<file path="src/rtl/mmu_xlate_pkg.sv">
package mmu_xlate_pkg;
  localparam int PAGE_SHIFT = 12;
  localparam int VPN_W      = 20;
  localparam int LIMIT_W    = VPN_W + 1;

  localparam int BIT_SUPER  = 31;
  localparam int BIT_BIG    = 30;
  localparam int BIT_WRITE  = 29;
  localparam int BIT_VALID  = 28;

  typedef enum logic [1:0] {
    FLT_NONE    = 2'd0,
    FLT_LIMIT   = 2'd1,
    FLT_INVALID = 2'd2,
    FLT_WRPROT  = 2'd3
  } fault_e;

  typedef struct packed {
    logic accept;
    logic fastRsp;
    logic walkRsp;
    logic fill;
  } strobe_t;

  // page-number bits that must agree for an entry to cover a page
  function automatic logic [VPN_W-1:0] pageMask(input logic [31:0] pte);
    if (pte[BIT_SUPER])    return 20'hFFF00;
    else if (pte[BIT_BIG]) return 20'hFFFF0;
    else                   return 20'hFFFFF;
  endfunction
endpackage

</file>
<file path="src/rtl/mmu_xlate_ctrl.sv">
module mmu_xlate_ctrl
  import mmu_xlate_pkg::*;
(
  input  logic    clk,
  input  logic    rstN,
  input  logic    reqValid,
  input  logic    hit,
  input  logic    limitFlt,
  input  logic    clearReq,
  input  logic    clearBusy,
  input  logic    ptRspValid,
  output logic    reqReady,
  output logic    ptReqValid,
  output strobe_t stb
);
  typedef enum logic [1:0] {ST_IDLE, ST_ISSUE, ST_WAIT} state_e;
  state_e state;
  logic   dropFill;

  always_comb begin
    reqReady    = (state == ST_IDLE) && !clearBusy;
    ptReqValid  = (state == ST_ISSUE);
    stb.accept  = reqValid && reqReady;
    stb.fastRsp = stb.accept && (hit || limitFlt);
    stb.walkRsp = (state == ST_WAIT) && ptRspValid;
    stb.fill    = stb.walkRsp && !dropFill && !clearReq && !clearBusy;
  end

  always_ff @(posedge clk or negedge rstN) begin
    if (!rstN) begin
      state    <= ST_IDLE;
      dropFill <= 1'b0;
    end else begin
      unique case (state)
        ST_IDLE:  if (stb.accept && !stb.fastRsp) state <= ST_ISSUE;
        ST_ISSUE: state <= ST_WAIT;
        ST_WAIT:  if (ptRspValid) state <= ST_IDLE;
        default:  state <= ST_IDLE;
      endcase
      if (state == ST_IDLE) dropFill <= clearReq;
      else if (clearReq)    dropFill <= 1'b1;
    end
  end

  a_r2_single_read: assert property (@(posedge clk) disable iff (!rstN)
    ptReqValid |=> !ptReqValid);
  a_r11_hold_off: assert property (@(posedge clk) disable iff (!rstN)
    clearBusy |-> !reqReady);
  a_r3_no_fetch_fast: assert property (@(posedge clk) disable iff (!rstN)
    stb.fastRsp |=> !ptReqValid);
  a_r12_no_fill_clear: assert property (@(posedge clk) disable iff (!rstN)
    (state != ST_IDLE && clearReq) |=> !stb.fill);
endmodule

</file>
<file path="src/rtl/mmu_xlate_dp.sv">
module mmu_xlate_dp
  import mmu_xlate_pkg::*;
#(
  parameter int TLB_N   = 4,
  parameter int FRAME_W = 24
) (
  input  logic                        clk,
  input  logic                        rstN,
  input  logic                        regWr,
  input  logic [1:0]                  regSel,
  input  logic [31:0]                 regWdata,
  input  logic [31:0]                 reqVaddr,
  input  logic                        reqWrite,
  input  logic [31:0]                 ptRspData,
  input  strobe_t                     stb,
  output logic                        hit,
  output logic                        limitFlt,
  output logic                        clearReq,
  output logic                        clearBusy,
  output logic [FRAME_W+PAGE_SHIFT-1:0] ptReqAddr,
  output logic                        rspValid,
  output logic [FRAME_W+PAGE_SHIFT-1:0] rspPaddr,
  output logic [1:0]                  rspCode,
  output logic                        rspAbort,
  output logic                        faultIrq
);
  localparam int PA_W  = FRAME_W + PAGE_SHIFT;
  localparam int PTR_W = (TLB_N > 1) ? $clog2(TLB_N) : 1;
  localparam int CNT_W = $clog2(TLB_N + 1);

  logic [FRAME_W-1:0] baseFrame, scratchFrame;
  logic               scratchEn;
  logic [5:0]         policy;
  logic [LIMIT_W-1:0] limitReg;

  always_ff @(posedge clk or negedge rstN) begin
    if (!rstN) begin
      baseFrame    <= '0;
      scratchFrame <= '0;
      scratchEn    <= 1'b0;
      policy       <= '0;
      limitReg     <= LIMIT_W'(1) << VPN_W;
    end else if (regWr) begin
      unique case (regSel)
        2'd0: baseFrame <= regWdata[FRAME_W-1:0];
        2'd1: policy    <= regWdata[5:0];
        2'd2: begin
          scratchFrame <= regWdata[FRAME_W-1:0];
          scratchEn    <= regWdata[31];
        end
        default: limitReg <= regWdata[LIMIT_W-1:0];
      endcase
    end
  end

  assign clearReq = regWr && (regSel == 2'd1) && regWdata[8];

  // translation cache
  logic [TLB_N-1:0] tVal;
  logic [VPN_W-1:0] tVpn [TLB_N];
  logic [31:0]      tPte [TLB_N];
  logic [PTR_W-1:0] fillPtr;
  logic [CNT_W-1:0] clrCnt;
  logic [31:0]      hitPte;
  logic [VPN_W-1:0] vpnIn;

  assign vpnIn     = reqVaddr[31:PAGE_SHIFT];
  assign limitFlt  = {1'b0, vpnIn} >= limitReg;
  assign clearBusy = (clrCnt != '0);

  always_comb begin
    hit    = 1'b0;
    hitPte = '0;
    for (int i = TLB_N - 1; i >= 0; i--) begin
      if (tVal[i] && (((tVpn[i] ^ vpnIn) & pageMask(tPte[i])) == '0)) begin
        hit    = 1'b1;
        hitPte = tPte[i];
      end
    end
  end

  always_ff @(posedge clk or negedge rstN) begin
    if (!rstN) begin
      tVal    <= '0;
      fillPtr <= '0;
      clrCnt  <= '0;
    end else begin
      if (clrCnt != '0) begin
        tVal[PTR_W'(clrCnt - 1'b1)] <= 1'b0;
        clrCnt <= clrCnt - 1'b1;
      end
      if (clearReq) clrCnt <= CNT_W'(TLB_N);
      if (stb.fill && ptRspData[BIT_VALID]) begin
        tVal[fillPtr] <= 1'b1;
        fillPtr <= (fillPtr == PTR_W'(TLB_N - 1)) ? '0 : fillPtr + 1'b1;
      end
    end
  end

  always_ff @(posedge clk) begin
    if (stb.fill && ptRspData[BIT_VALID]) begin
      tVpn[fillPtr] <= curVaddr[31:PAGE_SHIFT];
      tPte[fillPtr] <= ptRspData;
    end
  end

  // request under walk
  logic [31:0] curVaddr;
  logic        curWrite;
  always_ff @(posedge clk or negedge rstN) begin
    if (!rstN) begin
      curVaddr <= '0;
      curWrite <= 1'b0;
    end else if (stb.accept) begin
      curVaddr <= reqVaddr;
      curWrite <= reqWrite;
    end
  end

  assign ptReqAddr = {baseFrame, {PAGE_SHIFT{1'b0}}}
                   + PA_W'({curVaddr[31:PAGE_SHIFT], 2'b00});

  // response evaluation
  logic [31:0]        selVaddr, selPte;
  logic               selWrite, selLimit;
  fault_e             code;
  logic [FRAME_W-1:0] keepMask, frame;
  logic [PA_W-1:0]    paddr;
  logic               abortBit, irqBit;

  always_comb begin
    if (stb.fastRsp) begin
      selVaddr = reqVaddr;  selWrite = reqWrite;
      selPte   = hitPte;    selLimit = limitFlt;
    end else begin
      selVaddr = curVaddr;  selWrite = curWrite;
      selPte   = ptRspData; selLimit = 1'b0;
    end
    if (selLimit)                                  code = FLT_LIMIT;
    else if (!selPte[BIT_VALID])                   code = FLT_INVALID;
    else if (selWrite && !selPte[BIT_WRITE])       code = FLT_WRPROT;
    else                                           code = FLT_NONE;
    keepMask = {{(FRAME_W - VPN_W){1'b1}}, pageMask(selPte)};
    frame    = (selPte[FRAME_W-1:0] & keepMask)
             | ({{(FRAME_W - VPN_W){1'b0}}, selVaddr[31:PAGE_SHIFT]} & ~keepMask);
    if (code == FLT_NONE) paddr = {frame, selVaddr[PAGE_SHIFT-1:0]};
    else if (scratchEn)   paddr = {scratchFrame, selVaddr[PAGE_SHIFT-1:0]};
    else                  paddr = '0;
    unique case (code)
      FLT_LIMIT:   begin abortBit = policy[0]; irqBit = policy[1]; end
      FLT_INVALID: begin abortBit = policy[2]; irqBit = policy[3]; end
      FLT_WRPROT:  begin abortBit = policy[4]; irqBit = policy[5]; end
      default:     begin abortBit = 1'b0;      irqBit = 1'b0;      end
    endcase
  end

  logic unusedBits;
  assign unusedBits = ^{regWdata, selPte};

  always_ff @(posedge clk or negedge rstN) begin
    if (!rstN) begin
      rspValid <= 1'b0;
      rspPaddr <= '0;
      rspCode  <= '0;
      rspAbort <= 1'b0;
      faultIrq <= 1'b0;
    end else begin
      rspValid <= stb.fastRsp || stb.walkRsp;
      faultIrq <= (stb.fastRsp || stb.walkRsp) && irqBit;
      if (stb.fastRsp || stb.walkRsp) begin
        rspPaddr <= paddr;
        rspCode  <= code;
        rspAbort <= abortBit;
      end
    end
  end

  a_r11_swept_empty: assert property (@(posedge clk) disable iff (!rstN)
    $fell(clearBusy) |-> (tVal == '0));
  a_r9_irq_on_fault: assert property (@(posedge clk) disable iff (!rstN)
    faultIrq |-> (rspValid && rspCode != 2'd0));
  a_r6_only_valid_cached: assert property (@(posedge clk) disable iff (!rstN)
    $changed(fillPtr) && !$past(clearReq) |-> $past(ptRspData[BIT_VALID]));
endmodule

</file>
<file path="src/rtl/mmu_xlate.sv">
module mmu_xlate
  import mmu_xlate_pkg::*;
#(
  parameter int TLB_N   = 4,
  parameter int FRAME_W = 24
) (
  input  logic                          clk,
  input  logic                          rstN,
  input  logic                          regWr,
  input  logic [1:0]                    regSel,
  input  logic [31:0]                   regWdata,
  output logic                          clearBusy,
  input  logic                          reqValid,
  output logic                          reqReady,
  input  logic [31:0]                   reqVaddr,
  input  logic                          reqWrite,
  output logic                          rspValid,
  output logic [FRAME_W+PAGE_SHIFT-1:0] rspPaddr,
  output logic [1:0]                    rspCode,
  output logic                          rspAbort,
  output logic                          faultIrq,
  output logic                          ptReqValid,
  output logic [FRAME_W+PAGE_SHIFT-1:0] ptReqAddr,
  input  logic                          ptRspValid,
  input  logic [31:0]                   ptRspData
);
  strobe_t stb;
  logic    hit, limitFlt, clearReq;

  mmu_xlate_ctrl u_ctrl (
    .clk        (clk),
    .rstN       (rstN),
    .reqValid   (reqValid),
    .hit        (hit),
    .limitFlt   (limitFlt),
    .clearReq   (clearReq),
    .clearBusy  (clearBusy),
    .ptRspValid (ptRspValid),
    .reqReady   (reqReady),
    .ptReqValid (ptReqValid),
    .stb        (stb)
  );

  mmu_xlate_dp #(.TLB_N(TLB_N), .FRAME_W(FRAME_W)) u_dp (
    .clk       (clk),
    .rstN      (rstN),
    .regWr     (regWr),
    .regSel    (regSel),
    .regWdata  (regWdata),
    .reqVaddr  (reqVaddr),
    .reqWrite  (reqWrite),
    .ptRspData (ptRspData),
    .stb       (stb),
    .hit       (hit),
    .limitFlt  (limitFlt),
    .clearReq  (clearReq),
    .clearBusy (clearBusy),
    .ptReqAddr (ptReqAddr),
    .rspValid  (rspValid),
    .rspPaddr  (rspPaddr),
    .rspCode   (rspCode),
    .rspAbort  (rspAbort),
    .faultIrq  (faultIrq)
  );
endmodule

</file>
<file path="config.mk">
export PLATFORM = sky130hd
export DESIGN_NAME = mmu_xlate
export DESIGN_NICKNAME = d
export VERILOG_FILES = /design/src/rtl/mmu_xlate_pkg.sv /design/src/rtl/mmu_xlate_ctrl.sv /design/src/rtl/mmu_xlate_dp.sv /design/src/rtl/mmu_xlate.sv
export SDC_FILE = /design/constraint.sdc
export NUM_CORES = 1
export LEC_CHECK = 0
export ABC_AREA = 1
export BUFFER_PORTS_ARGS = -buffer_cell sky130_fd_sc_hd__buf_2
export CORE_MARGIN = 2
export CORE_UTILIZATION = 40
export CTS_CLUSTER_DIAMETER = 200
export CTS_CLUSTER_SIZE = 25
export DETAILED_ROUTE_END_ITERATION = 8
export PLACE_DENSITY = 0.57
export SLEW_MARGIN = 20
export SYNTH_ARGS = -nofsm -noshare
export SYNTH_HDL_FRONTEND = slang
export SYNTH_SLANG_ARGS = --single-unit
</file>
<file path="constraint.sdc">
create_clock -name clk -period 4 [get_ports clk]
set_clock_uncertainty 0.2 [all_clocks]
set_input_delay 0.6 -clock clk [delete_from_list [all_inputs] [get_ports clk]]
set_output_delay 0.6 -clock clk [all_outputs]
set_load 0.01 [all_outputs]
</file>
==> results of run 1 <==
-- state kept, by name, indices dropped and copies added (netlist names) --
register	flops
u_dp.tPte	112
u_dp.tVpn	80
u_dp.rspPaddr	36
u_dp.curVaddr	32
u_dp.baseFrame	24
u_dp.scratchFrame	24
u_dp.limitReg	21
u_dp.policy	6
u_dp.tVal	4
u_dp.clrCnt	3
u_ctrl.state	2
u_dp.fillPtr	2
u_dp.rspCode	2
u_ctrl.dropFill	1
u_dp.curWrite	1
u_dp.faultIrq	1
u_dp.rspAbort	1
u_dp.rspValid	1
u_dp.scratchEn	1
-- cells by family (layout without fill, tap and decap cells) --
logic type	Yosys count	in the layout
compound gates	256	256
simple gates	980	980
other cells	1	4
buf+inv	286	452
xor+xnor	50	50
mux	1	1
fa+ha+maj	40	40
flops	354	354
-- cell type report --
class | count | area share, %
repair buffers | 214 | 6.27
clock inverters | 1 | 0.153
well taps | 585 | 3.74
inverters | 206 | 3.95
diodes | 2 | 0.0256
clock buffers | 31 | 2.66
flip-flops and latches | 354 | 50.2
multi-input cells | 1329 | 33.0
-- metrics by stage --
stage | instance area [µm²] | power (mW)
5_1_grt | 19600 | 10.2
2_1_floorplan | 17400 | 6.40
6_report | 19600 | 9.63
3_3_place_gp | 18900 | 7.41
4_1_cts | 19500 | 9.64
3_5_place_dp | 18900 | 7.46
-- power by group through the flow --
stage                     registers [mW]  logic, mW  clock network [mW]
after floorplan                     4.87       1.52                   0
after global placement              5.00       2.41                   0
after detailed placement            5.02       2.44                   0
after CTS                           4.94       2.50                2.20
after global routing                5.01       2.86                2.34
final                               4.94       2.54                2.15
-- what timing repair did --
action / in CTS / in global routing
cloned: 0 / 0
resized for setup: 11 / 15
pin swaps: 0 / 7
endpoints found under the setup margin: 12 / 8
setup buffers: 2 / 8
endpoints found under the hold margin: 76 / 0
hold buffers: 1 / 0
-- Yosys cell counts (5+ instances only) --
library cell,count
a21oi_1,51
buf_2,14
buf_4,20
buf_6,5
clkbuf_1,37
dfrtp_1,161
edfxtp_1,192
ha_1,39
inv_1,188
inv_2,18
nand2_1,678
nand2_2,9
nand3_1,97
nand4_1,17
nor2_1,142
nor3_1,11
o211ai_1,9
o21a_1,5
o21ai_0,154
o22ai_1,16
or2_2,6
xnor2_1,20
xor2_1,30
-- metal layers --
layer,wire length [µm],vias to the layer above,track usage [%]
met1,23100,6431,31.8
li1,-,6661,-
met4,820,0,4.39
met2,23000,339,35.9
met5,0,-,0
met3,2920,42,3.07
-- worst paths after layout --
path,from,end,slack [ps],cells after the start
min in group asynchronous,rstN,u_dp.baseFrame[5],460,2
hold / removal,ptRspValid,u_ctrl.state[1],50,2
hold reg to reg,u_dp.rspPaddr[5],u_dp.rspPaddr[5],290,2
setup / recovery,u_dp.curVaddr[24],ptReqAddr[35],160,14
max in group asynchronous,rstN,u_dp.curVaddr[29],2200,3
setup reg to reg,u_dp.clrCnt[0],u_dp.rspPaddr[7],660,15
-- worst max-delay path, delay by kind of cell, from the launching register on --
family / cells / cell delay, ps
AO/OA/AOI/OAI: 5 / 830
AND/OR/NAND/NOR: 6 / 590
flip-flops: 1 / 490
adder cells (fa/ha/maj): 1 / 310
buffers and inverters: 1 / 150
XOR/XNOR: 1 / 130
==> results by group, run 1 <==
Run status
  – Status: finished clean

STA
  – Final Cycle Share: 96.0%
  – Fmax: 260 MHz
  – Rel. slew slack: 46.4%
  – Slew at the pin closest to its max-slew limit: 804 ps
  – Fin worst setup slack: 160 ps
  – Final hold vios: 0
  – Slew Viols, Final: 0
  – TNS Setup: 0 ps
  – Hold_ws: 50.5 ps
  – Setup-failing EPs final: 0
  – RSZ-0062 raised after global routing: true
  – Tmin final: 3840 ps

Power
  – Pwr Density: 492 nW/µm²
  – Psw: 3.32 mW
  – Internal: 6.31 mW
  – Max IR drop VDD: 0.000268 V
  – Sequential share of power: 51.3%
  – P_leak: 9.20 nW
  – Clock power frac: 22.3%
  – Gate power share: 26.4%
  – Sw Share: 34.5%

Synth
  – Area leader, netlist: edfxtp_1
  – Post-synth EDFFs: 192
  – XOR/XNOR Fraction of Synth Area: 2.52%
  – Post-synth top area share: 33.2%
  – Async S/R FF share, synth: 45.8%
  – Post-synthesis compound-gate area fraction: 8.07%
  – Proportion of synthesized area in mux cells: 0.0648%
  – Synth top area cells: edfxtp_1, dfrtp_1, nand2_1, o21ai_0, inv_1
  – Synth Area in Adders: 2.92%
  – Largest family of logic cells by synthesized area: simple AND/OR/NAND/NOR gates
  – Sequential area share after synthesis: 56.5%
  – Synth Area in Simple Gates: 22.9%
  – Post-synthesis cell area: 17400 µm²
  – Cells after synthesis: 1968
  – Cell variety after synth: 51
  – Synth Warn #: 0
  – Ys flop type: edfxtp_1
  – Synth Register Bits: 354
  – Avg Inst Size Synth: 8.83 µm²

CTS
  – Clock Path Buffers: 3
  – Clock Latency Late Sink: 540 ps
  – CTS tree: yes
  – CTS Sinks: 354
  – H-tree depth: 1
  – Root buffer cell: clkbuf_16
  – Clock buffer count from CTS: 18
  – Reg clk slew, reported paths: 110 ps

Route
  – DRT Pass-1 Iters: 5
  – Post-route DRC violation count: 0
  – Routed WL per cell: 18.3 µm
  – DR iter-0 viols: 903
  – Final wirelength: 49900 µm
  – Post-route ant nets: 0
  – Via density: 4.95
  – Total number of vias: 13500

Setup path
  – Crit path cell chain: ha_4, nand3_1, nand2_1, a21oi_1, o21bai_1, a21boi_2, o21ai_2, nand2_2, a21boi_4, nand3_2, nor2_4, nand2_1, xnor2_1, buf_2
  – CP max-delay cell: dfrtp_2
  – Crit path launch type: register
  – CP endpoint kind: primary output
  – CP max stage delay: 490 ps
  – Worst-path fanout max: 6
  – WS Path Type: reg -> out
  – CP Data Arrival Time: 3040 ps
  – Req. time, crit path: 3200 ps
  – Worst path most repeated cell: nand2_1

Die
  – Initial core utilization: 40.4%
  – Die area: 45100 µm²
  – Chip height: 212 µm
  – Site Rows: 76
  – I/O pins: 184
  – Core footprint: 43000 µm²
  – Die width: 212 µm

Layout
  – Layout cells sized above 1: 14.3%
  – P&R area growth vs syn: 12.7%
  – Multi-input combinational cell area: 6470 µm²
  – Nets: 2267
  – Fillers: 4215
  – Reg area: 9830 µm²
  – Final core utilization: 45.6%
  – Most frequent cells in the layout: nand2_1, edfxtp_1, inv_1
  – Layout Cells excl Fill: 2722
  – Commonest non-fill, non-tap cell in the layout: nand2_1

GRT
  – Largest net degree at the start of global routing: 81
  – Vias in the first global route: 12900
  – GRT Overall Usage: 22.1%
  – First-pass GRT wire length: 75900 µm
  – Grt ovf: 0
  – Initial antenna violation count: 2

Placement
  – GP Congestion: 0.856
  – Pre-CTS WS: 140 ps
  – I/O Buffers: 170
  – DP Wirelength: 35300 µm
  – Placed Cells: 2677

Flow run
  – Max-cap violations: 0

Min path
  – Worst min path class: in -> reg
(Power assumes the default switching activity.)
==> run 2, diff against run 1 <==
--- a/config.mk
+++ b/config.mk
@@ -7,12 +7,14 @@
 export LEC_CHECK = 0
 export ABC_AREA = 1
 export BUFFER_PORTS_ARGS = -buffer_cell sky130_fd_sc_hd__buf_2
+export CELL_PAD_IN_SITES_DETAIL_PLACEMENT = 0
+export CELL_PAD_IN_SITES_GLOBAL_PLACEMENT = 2
 export CORE_MARGIN = 2
-export CORE_UTILIZATION = 40
+export CORE_UTILIZATION = 33
 export CTS_CLUSTER_DIAMETER = 200
 export CTS_CLUSTER_SIZE = 25
 export DETAILED_ROUTE_END_ITERATION = 8
-export PLACE_DENSITY = 0.57
+export PLACE_DENSITY = 0.73
 export SLEW_MARGIN = 20
 export SYNTH_ARGS = -nofsm -noshare
 export SYNTH_HDL_FRONTEND = slang
==> results by group, run 2 (synthesis results as in run 1) <==
Run status
  – Status: finished clean

STA
  – Slew Viols, Final: 0 (unchanged)
  – Setup-failing EPs final: 0 (unchanged)
  – TNS Setup: 0 ps (unchanged)
  – Final hold vios: 0 (unchanged)
  – Fmax: 262 MHz (+0.62%)
  – Final Cycle Share: 95.4% (-0.59 points)
  – Slew at the pin closest to its max-slew limit: 752 ps (-52.1 ps)
  – Tmin final: 3820 ps (-23.6 ps)
  – Rel. slew slack: 49.9% (+3.5 points)
  – Fin worst setup slack: 184 ps (+23.6 ps)
  – Hold_ws: 45.2 ps (-5.26 ps)

Power
  – Psw: 3.36 mW (+1.2%)
  – Design Power: 9.69 mW (+0.61%)
  – Max IR drop VDD: 0.000228 V (-15%)
  – Internal: 6.33 mW (+0.30%)
  – Pwr Density: 488 nW/µm² (-0.73%)
  – P_leak: 9.25 nW (+0.57%)
  – Gate power share: 26.7% (+0.3 points)
  – Sw Share: 34.7% (+0.20 points)
  – Sequential share of power: 51.1% (-0.2 points)
  – Clock power frac: 22.3% (about the same)

Layout
  – Most frequent cells in the layout: nand2_1, edfxtp_1, inv_1
  – Layout cells sized above 1: 14.8% (+0.42 points)
  – Fillers: 5408 (+28%)
  – Nets: 2275 (+0.35%)
  – Biggest registers after layout: u_dp.tPte x112, u_dp.tVpn x80, u_dp.rspPaddr x36
  – Final core utilization: 37.9% (-7.6 points)
  – Ant diodes: 0 (-2)
  – Max reg flops: 112 (unchanged)
  – Biggest register: u_dp.tPte
  – Layout Cells excl Fill: 2830 (+4.0%)
  – Commonest non-fill, non-tap cell in the layout: nand2_1
  – Cell area after layout: 19800 µm² (+1.3%)
  – P&R area growth vs syn: 14.3%

CTS
  – H-tree depth: 1 (unchanged)
  – Clock Path Buffers: 3 (unchanged)
  – Root buffer cell: clkbuf_16
  – Reg clk slew, reported paths: 110 ps (about the same)
  – Clock buffer count from CTS: 18 (unchanged)
  – Clock Latency Late Sink: 540 ps (about the same)
  – CTS Sinks: 354 (unchanged)
  – CTS tree: yes

GRT
  – Largest net degree at the start of global routing: 73 (-9.9%)
  – Grt ovf: 0 (unchanged)
  – Vias in the first global route: 13000 (+0.43%)
  – Initial antenna violation count: 4 (+2)
  – First-pass GRT wire length: 80200 µm (+5.6%)
  – GRT Overall Usage: 19.7% (-2.4 points)

Route
  – Post-route ant nets: 0 (unchanged)
  – Total number of vias: 13400 (-0.83%)
  – Final wirelength: 53800 µm (+7.9%)
  – Routed WL per cell: 19.0 µm (+3.8%)
  – Via density: 4.72 (-4.6%)
  – DRT Pass-1 Iters: 5 (unchanged)
  – DR iter-0 viols: 972 (+7.6%)
  – Post-route DRC violation count: 0 (unchanged)

Die
  – Site Rows: 84 (+11%)
  – Initial core utilization: 33.2% (-7.2 points)
  – Die area: 54500 µm² (+21%)
  – Die width: 233 µm (+9.9%)
  – Core footprint: 52300 µm² (+22%)
  – Chip height: 233 µm (+9.9%)
  – I/O pins: 184 (unchanged)

Placement
  – Pre-CTS WS: 214 ps (+73.9 ps)
  – DP Wirelength: 38500 µm (+9.0%)
  – Placed Cells: 2786 (+4.1%)
  – GP Congestion: 0.808 (-5.6%)
  – I/O Buffers: 170 (unchanged)
  – Area after DPL: 19100 µm² (+1.3%)

Setup path
  – CP endpoint kind: primary output
  – Crit path launch type: register
  – CP Data Arrival Time: 3020 ps (-20 ps)
  – Req. time, crit path: 3200 ps (about the same)
  – WS Path Type: reg -> out
  – Worst-path fanout max: 4 (-2)
  – R2R setup slack: 700 ps (+40 ps)

Flow run
  – Max-cap violations: 0 (unchanged)

Min path
  – Worst min path class: in -> reg
-- run 2: cell count changes in the layout (fill, tap and decap cells not counted), sizes merged --
cell,delta
buf,+8
diode,-2
clkbuf,-1
-- run 2: worst paths after layout --
check	startpoint	endpoint	cells after the start
min in group asynchronous	rstN	u_dp.baseFrame[16]	2
max in group asynchronous	rstN	u_dp.limitReg[20]	3
min	ptRspValid	u_ctrl.state[1]	2
min reg2reg	u_dp.rspPaddr[6]	u_dp.rspPaddr[6]	2
max reg2reg	u_dp.limitReg[16]	u_dp.rspPaddr[15]	19
max	u_dp.curVaddr[24]	ptReqAddr[35]	14
-- run 2: metal layers --
layer | vias to the layer above | global-route usage, % | part of all wire, %
met4 | 6 | 3.86 | 1.7
met5 | - | 0 | 0.082
met1 | 6372 | 28.2 | 48
met2 | 279 | 32.4 | 47
li1 | 6656 | - | -
met3 | 48 | 2.10 | 3.9
-- run 2: power groups by stage --
stage / sequential, mW / combinational [mW] / clock (mW)
floorplan: 4.87 / 1.52 / 0
global placement: 5.01 / 2.46 / 0
detailed placement: 5.03 / 2.48 / 0
CTS: 4.95 / 2.54 / 2.23
global route: 5.01 / 2.93 / 2.34
finish: 4.95 / 2.58 / 2.16
-- run 2: layout make-up --
| cell class | count | area (µm²) | share of cell area, % |
|---|---|---|---|
| inverter | 206 | 773 | 3.90 |
| sequential | 354 | 9830 | 49.5 |
| tap | 688 | 861 | 4.34 |
| timing repair buffer | 222 | 1360 | 6.86 |
| clock inverter | 1 | 30.0 | 0.151 |
| multi-input combinational | 1329 | 6480 | 32.6 |
| clock buffer | 30 | 517 | 2.60 |
-- run 2: what timing repair did --
action | 4_1_cts | 5_1_grt
hold buffers | 1 | 0
endpoints found under the hold margin | 70 | 0
setup endpoints to repair | 12 | 8
buffers inserted | 2 | 10
pin swaps | 2 | 11
resized for setup | 13 | 16
-- run 2: worst max-delay path: stages, from the launching register on --
cell      delay [ps]
dfrtp_2          480
ha_4             310
nand3_1           70
nand2_1          100
a21oi_1           80
o21bai_1         230
a21boi_2         110
o21ai_2          190
nand2_2           80
a21boi_4         180
nand3_2          140
nor2_4           130
nand2_1           80
xnor2_1          150
buf_2            150
==> run 3, diff against run 2 <==
--- a/config.mk
+++ b/config.mk
@@ -10,11 +10,11 @@
 export CELL_PAD_IN_SITES_DETAIL_PLACEMENT = 0
 export CELL_PAD_IN_SITES_GLOBAL_PLACEMENT = 2
 export CORE_MARGIN = 2
-export CORE_UTILIZATION = 33
+export CORE_UTILIZATION = 39
 export CTS_CLUSTER_DIAMETER = 200
 export CTS_CLUSTER_SIZE = 25
 export DETAILED_ROUTE_END_ITERATION = 8
-export PLACE_DENSITY = 0.73
+export PLACE_DENSITY = 0.82
 export SLEW_MARGIN = 20
 export SYNTH_ARGS = -nofsm -noshare
 export SYNTH_HDL_FRONTEND = slang
==> constraint.sdc (replaced) <==
create_clock -name clk -period 4.9 [get_ports clk]
set_clock_uncertainty 0.2 [all_clocks]
set_input_delay 0.735 -clock clk [delete_from_list [all_inputs] [get_ports clk]]
set_output_delay 0.735 -clock clk [all_outputs]
set_load 0.01 [all_outputs]
==> results by group, run 3 (synthesis results as in run 1) <==
Placement
  – GP Congestion: 0.826 (+2.3%)
  – I/O Buffers: 170 (unchanged)
  – Placed Cells: 2672 (-4.1%)
  – Pre-CTS WS: 513 ps (+299 ps)
  – DP Wirelength: 36000 µm (-6.4%)
  – Area after DPL: 18800 µm² (-1.8%)

Power
  – Design Power: 7.75 mW (-20%)
  – Max IR drop VDD: 0.000194 V (-15%)
  – P_leak: 9.10 nW (-1.7%)
  – Pwr Density: 401 nW/µm² (-18%)

Setup path
  – WS Path Type: reg -> out
  – Worst path buffer plus inverter count: 2 (+1)
  – CP max-delay cell: dfrtp_1
  – Crit path launch type: register
  – Req. time, crit path: 3960 ps (+760 ps)
  – CP Data Arrival Time: 3630 ps (+610 ps)
  – Worst-path fanout max: 6 (+2)
  – CP endpoint kind: primary output
  – R2R setup slack: 1080 ps (+380 ps)
  – CP max stage delay: 510 ps (+30 ps)
  – Crit path max-delay family: compound AO/OA/AOI/OAI gates
  – Crit path cell chain: ha_1, inv_1, fa_1, o21ai_1, a41o_1, a21oi_1, o21ai_0, nand3_1, nor2_2, nand2_1, nor2_1, xor2_1, buf_2

CTS
  – Clock buffer count from CTS: 18 (unchanged)
  – Clock Latency Late Sink: 550 ps (about the same)
  – CTS tree: yes
  – H-tree depth: 1 (unchanged)
  – Reg clk slew, reported paths: 110 ps (about the same)
  – Clock Path Buffers: 3 (unchanged)
  – Root buffer cell: clkbuf_16
  – CTS Sinks: 354 (unchanged)

STA
  – Slew at the pin closest to its max-slew limit: 892 ps (+140 ps)
  – Hold_ws: 183 ps (+137 ps)
  – TNS Setup: 0 ps (unchanged)
  – Tmin final: 4560 ps
  – Final Cycle Share: 93.1%
  – Final hold vios: 0 (unchanged)
  – Fin worst setup slack: 338 ps (+155 ps)
  – Fmax: 219 MHz
  – Rel. slew slack: 40.4% (-9.5 points)
  – Slew Viols, Final: 0 (unchanged)
  – Setup-failing EPs final: 0 (unchanged)
  – RSZ-0062 raised after global routing: false

Route
  – DRT Pass-1 Iters: 5 (unchanged)
  – Post-route ant nets: 0 (unchanged)
  – Total number of vias: 13300 (-0.72%)
  – Via density: 4.90 (+3.8%)
  – Post-route DRC violation count: 0 (unchanged)
  – Routed WL per cell: 18.8 µm (-1.1%)
  – Final wirelength: 50900 µm (-5.5%)
  – DR iter-0 viols: 999 (+2.8%)

Die
  – Site Rows: 77 (-8.3%)
  – Core footprint: 44100 µm² (-16%)
  – I/O pins: 184 (unchanged)
  – Die area: 46200 µm² (-15%)
  – Initial core utilization: 39.4% (+6.2 points)
  – Chip height: 215 µm (-7.9%)
  – Die width: 215 µm (-7.9%)

Layout
  – Commonest non-fill, non-tap cell in the layout: nand2_1
  – Biggest registers after layout: u_dp.tPte x112, u_dp.tVpn x80, u_dp.rspPaddr x36
  – Nets: 2246 (-1.3%)
  – Layout Cells excl Fill: 2706 (-4.4%)
  – Cell area after layout: 19300 µm² (-2.5%)
  – Ant diodes: 0 (unchanged)
  – Layout cells sized above 1: 12.6% (-2.2 points)
  – Biggest register: u_dp.tPte
  – P&R area growth vs syn: 11.4%
  – Final core utilization: 43.8% (+5.9 points)
  – Max reg flops: 112 (unchanged)
  – Most frequent cells in the layout: nand2_1, edfxtp_1, inv_1

GRT
  – Grt ovf: 0 (unchanged)
  – Largest net degree at the start of global routing: 104 (+42%)
  – Vias in the first global route: 12700 (-2.2%)
  – Initial antenna violation count: 1 (-3)
  – First-pass GRT wire length: 77300 µm (-3.5%)
  – GRT Overall Usage: 21.9% (+2.2 points)

Min path
  – Worst min path class: in -> reg

Flow run
  – Max-cap violations: 0 (unchanged)

Run status
  – Status: finished clean
run 3: changes by cell type in the layout (fill, tap and decap cells not counted), moves of 3 or more:
cell	previous run	this run
nor2_4	9	6
buf_12	9	2
dfrtp_1	155	161
dfrtp_2	6	0
ha_1	36	39
o21ai_2	3	0
buf_4	42	19
run 3: path summary, 6_finish.rpt:
| path | from | end | depth (start not counted) |
|---|---|---|---|
| max in group asynchronous | rstN | u_dp.rspPaddr[28] | 4 |
| hold / removal | ptRspValid | u_ctrl.state[1] | 2 |
| setup reg to reg | u_dp.tPte[1][31] | u_dp.rspPaddr[22] | 15 |
| setup / recovery | u_dp.curVaddr[22] | ptReqAddr[32] | 13 |
| hold reg to reg | u_dp.rspPaddr[2] | u_dp.rspPaddr[2] | 2 |
| min in group asynchronous | rstN | u_dp.baseFrame[13] | 2 |
run 3: cell type report:
cell class / instances / area, µm²
clock buffers: 31 / 520
clock inverters: 1 / 30.0
fillers: 4473 / 24800
inverters: 206 / 773
multi-input cells: 1329 / 6390
flip-flops and latches: 354 / 9820
well taps: 592 / 741
repair buffers: 193 / 1080
run 3: power breakdown:
group	leakage [nW]	total (mW)	switching, mW	internal [mW]
logic	5.07	1.97	1.25	0.719
registers	3.77	4.03	0.410	3.62
clock network	0.260	1.76	1.01	0.748
run 3: what timing repair did:
item | CTS | global route
buffers inserted | 0 | 0
resized for setup | 0 | 2
endpoints found under the hold margin | 0 | 25
hold buffers | 0 | 1
endpoints found under the setup margin | 0 | 4
run 3: layer usage:
metal	up-vias	wire (µm)	GRT usage, %
met1	6316	24000	31.6
met3	38	2700	2.85
met2	308	23500	35.8
met5	-	13	0
li1	6601	-	-
met4	2	637	3.63
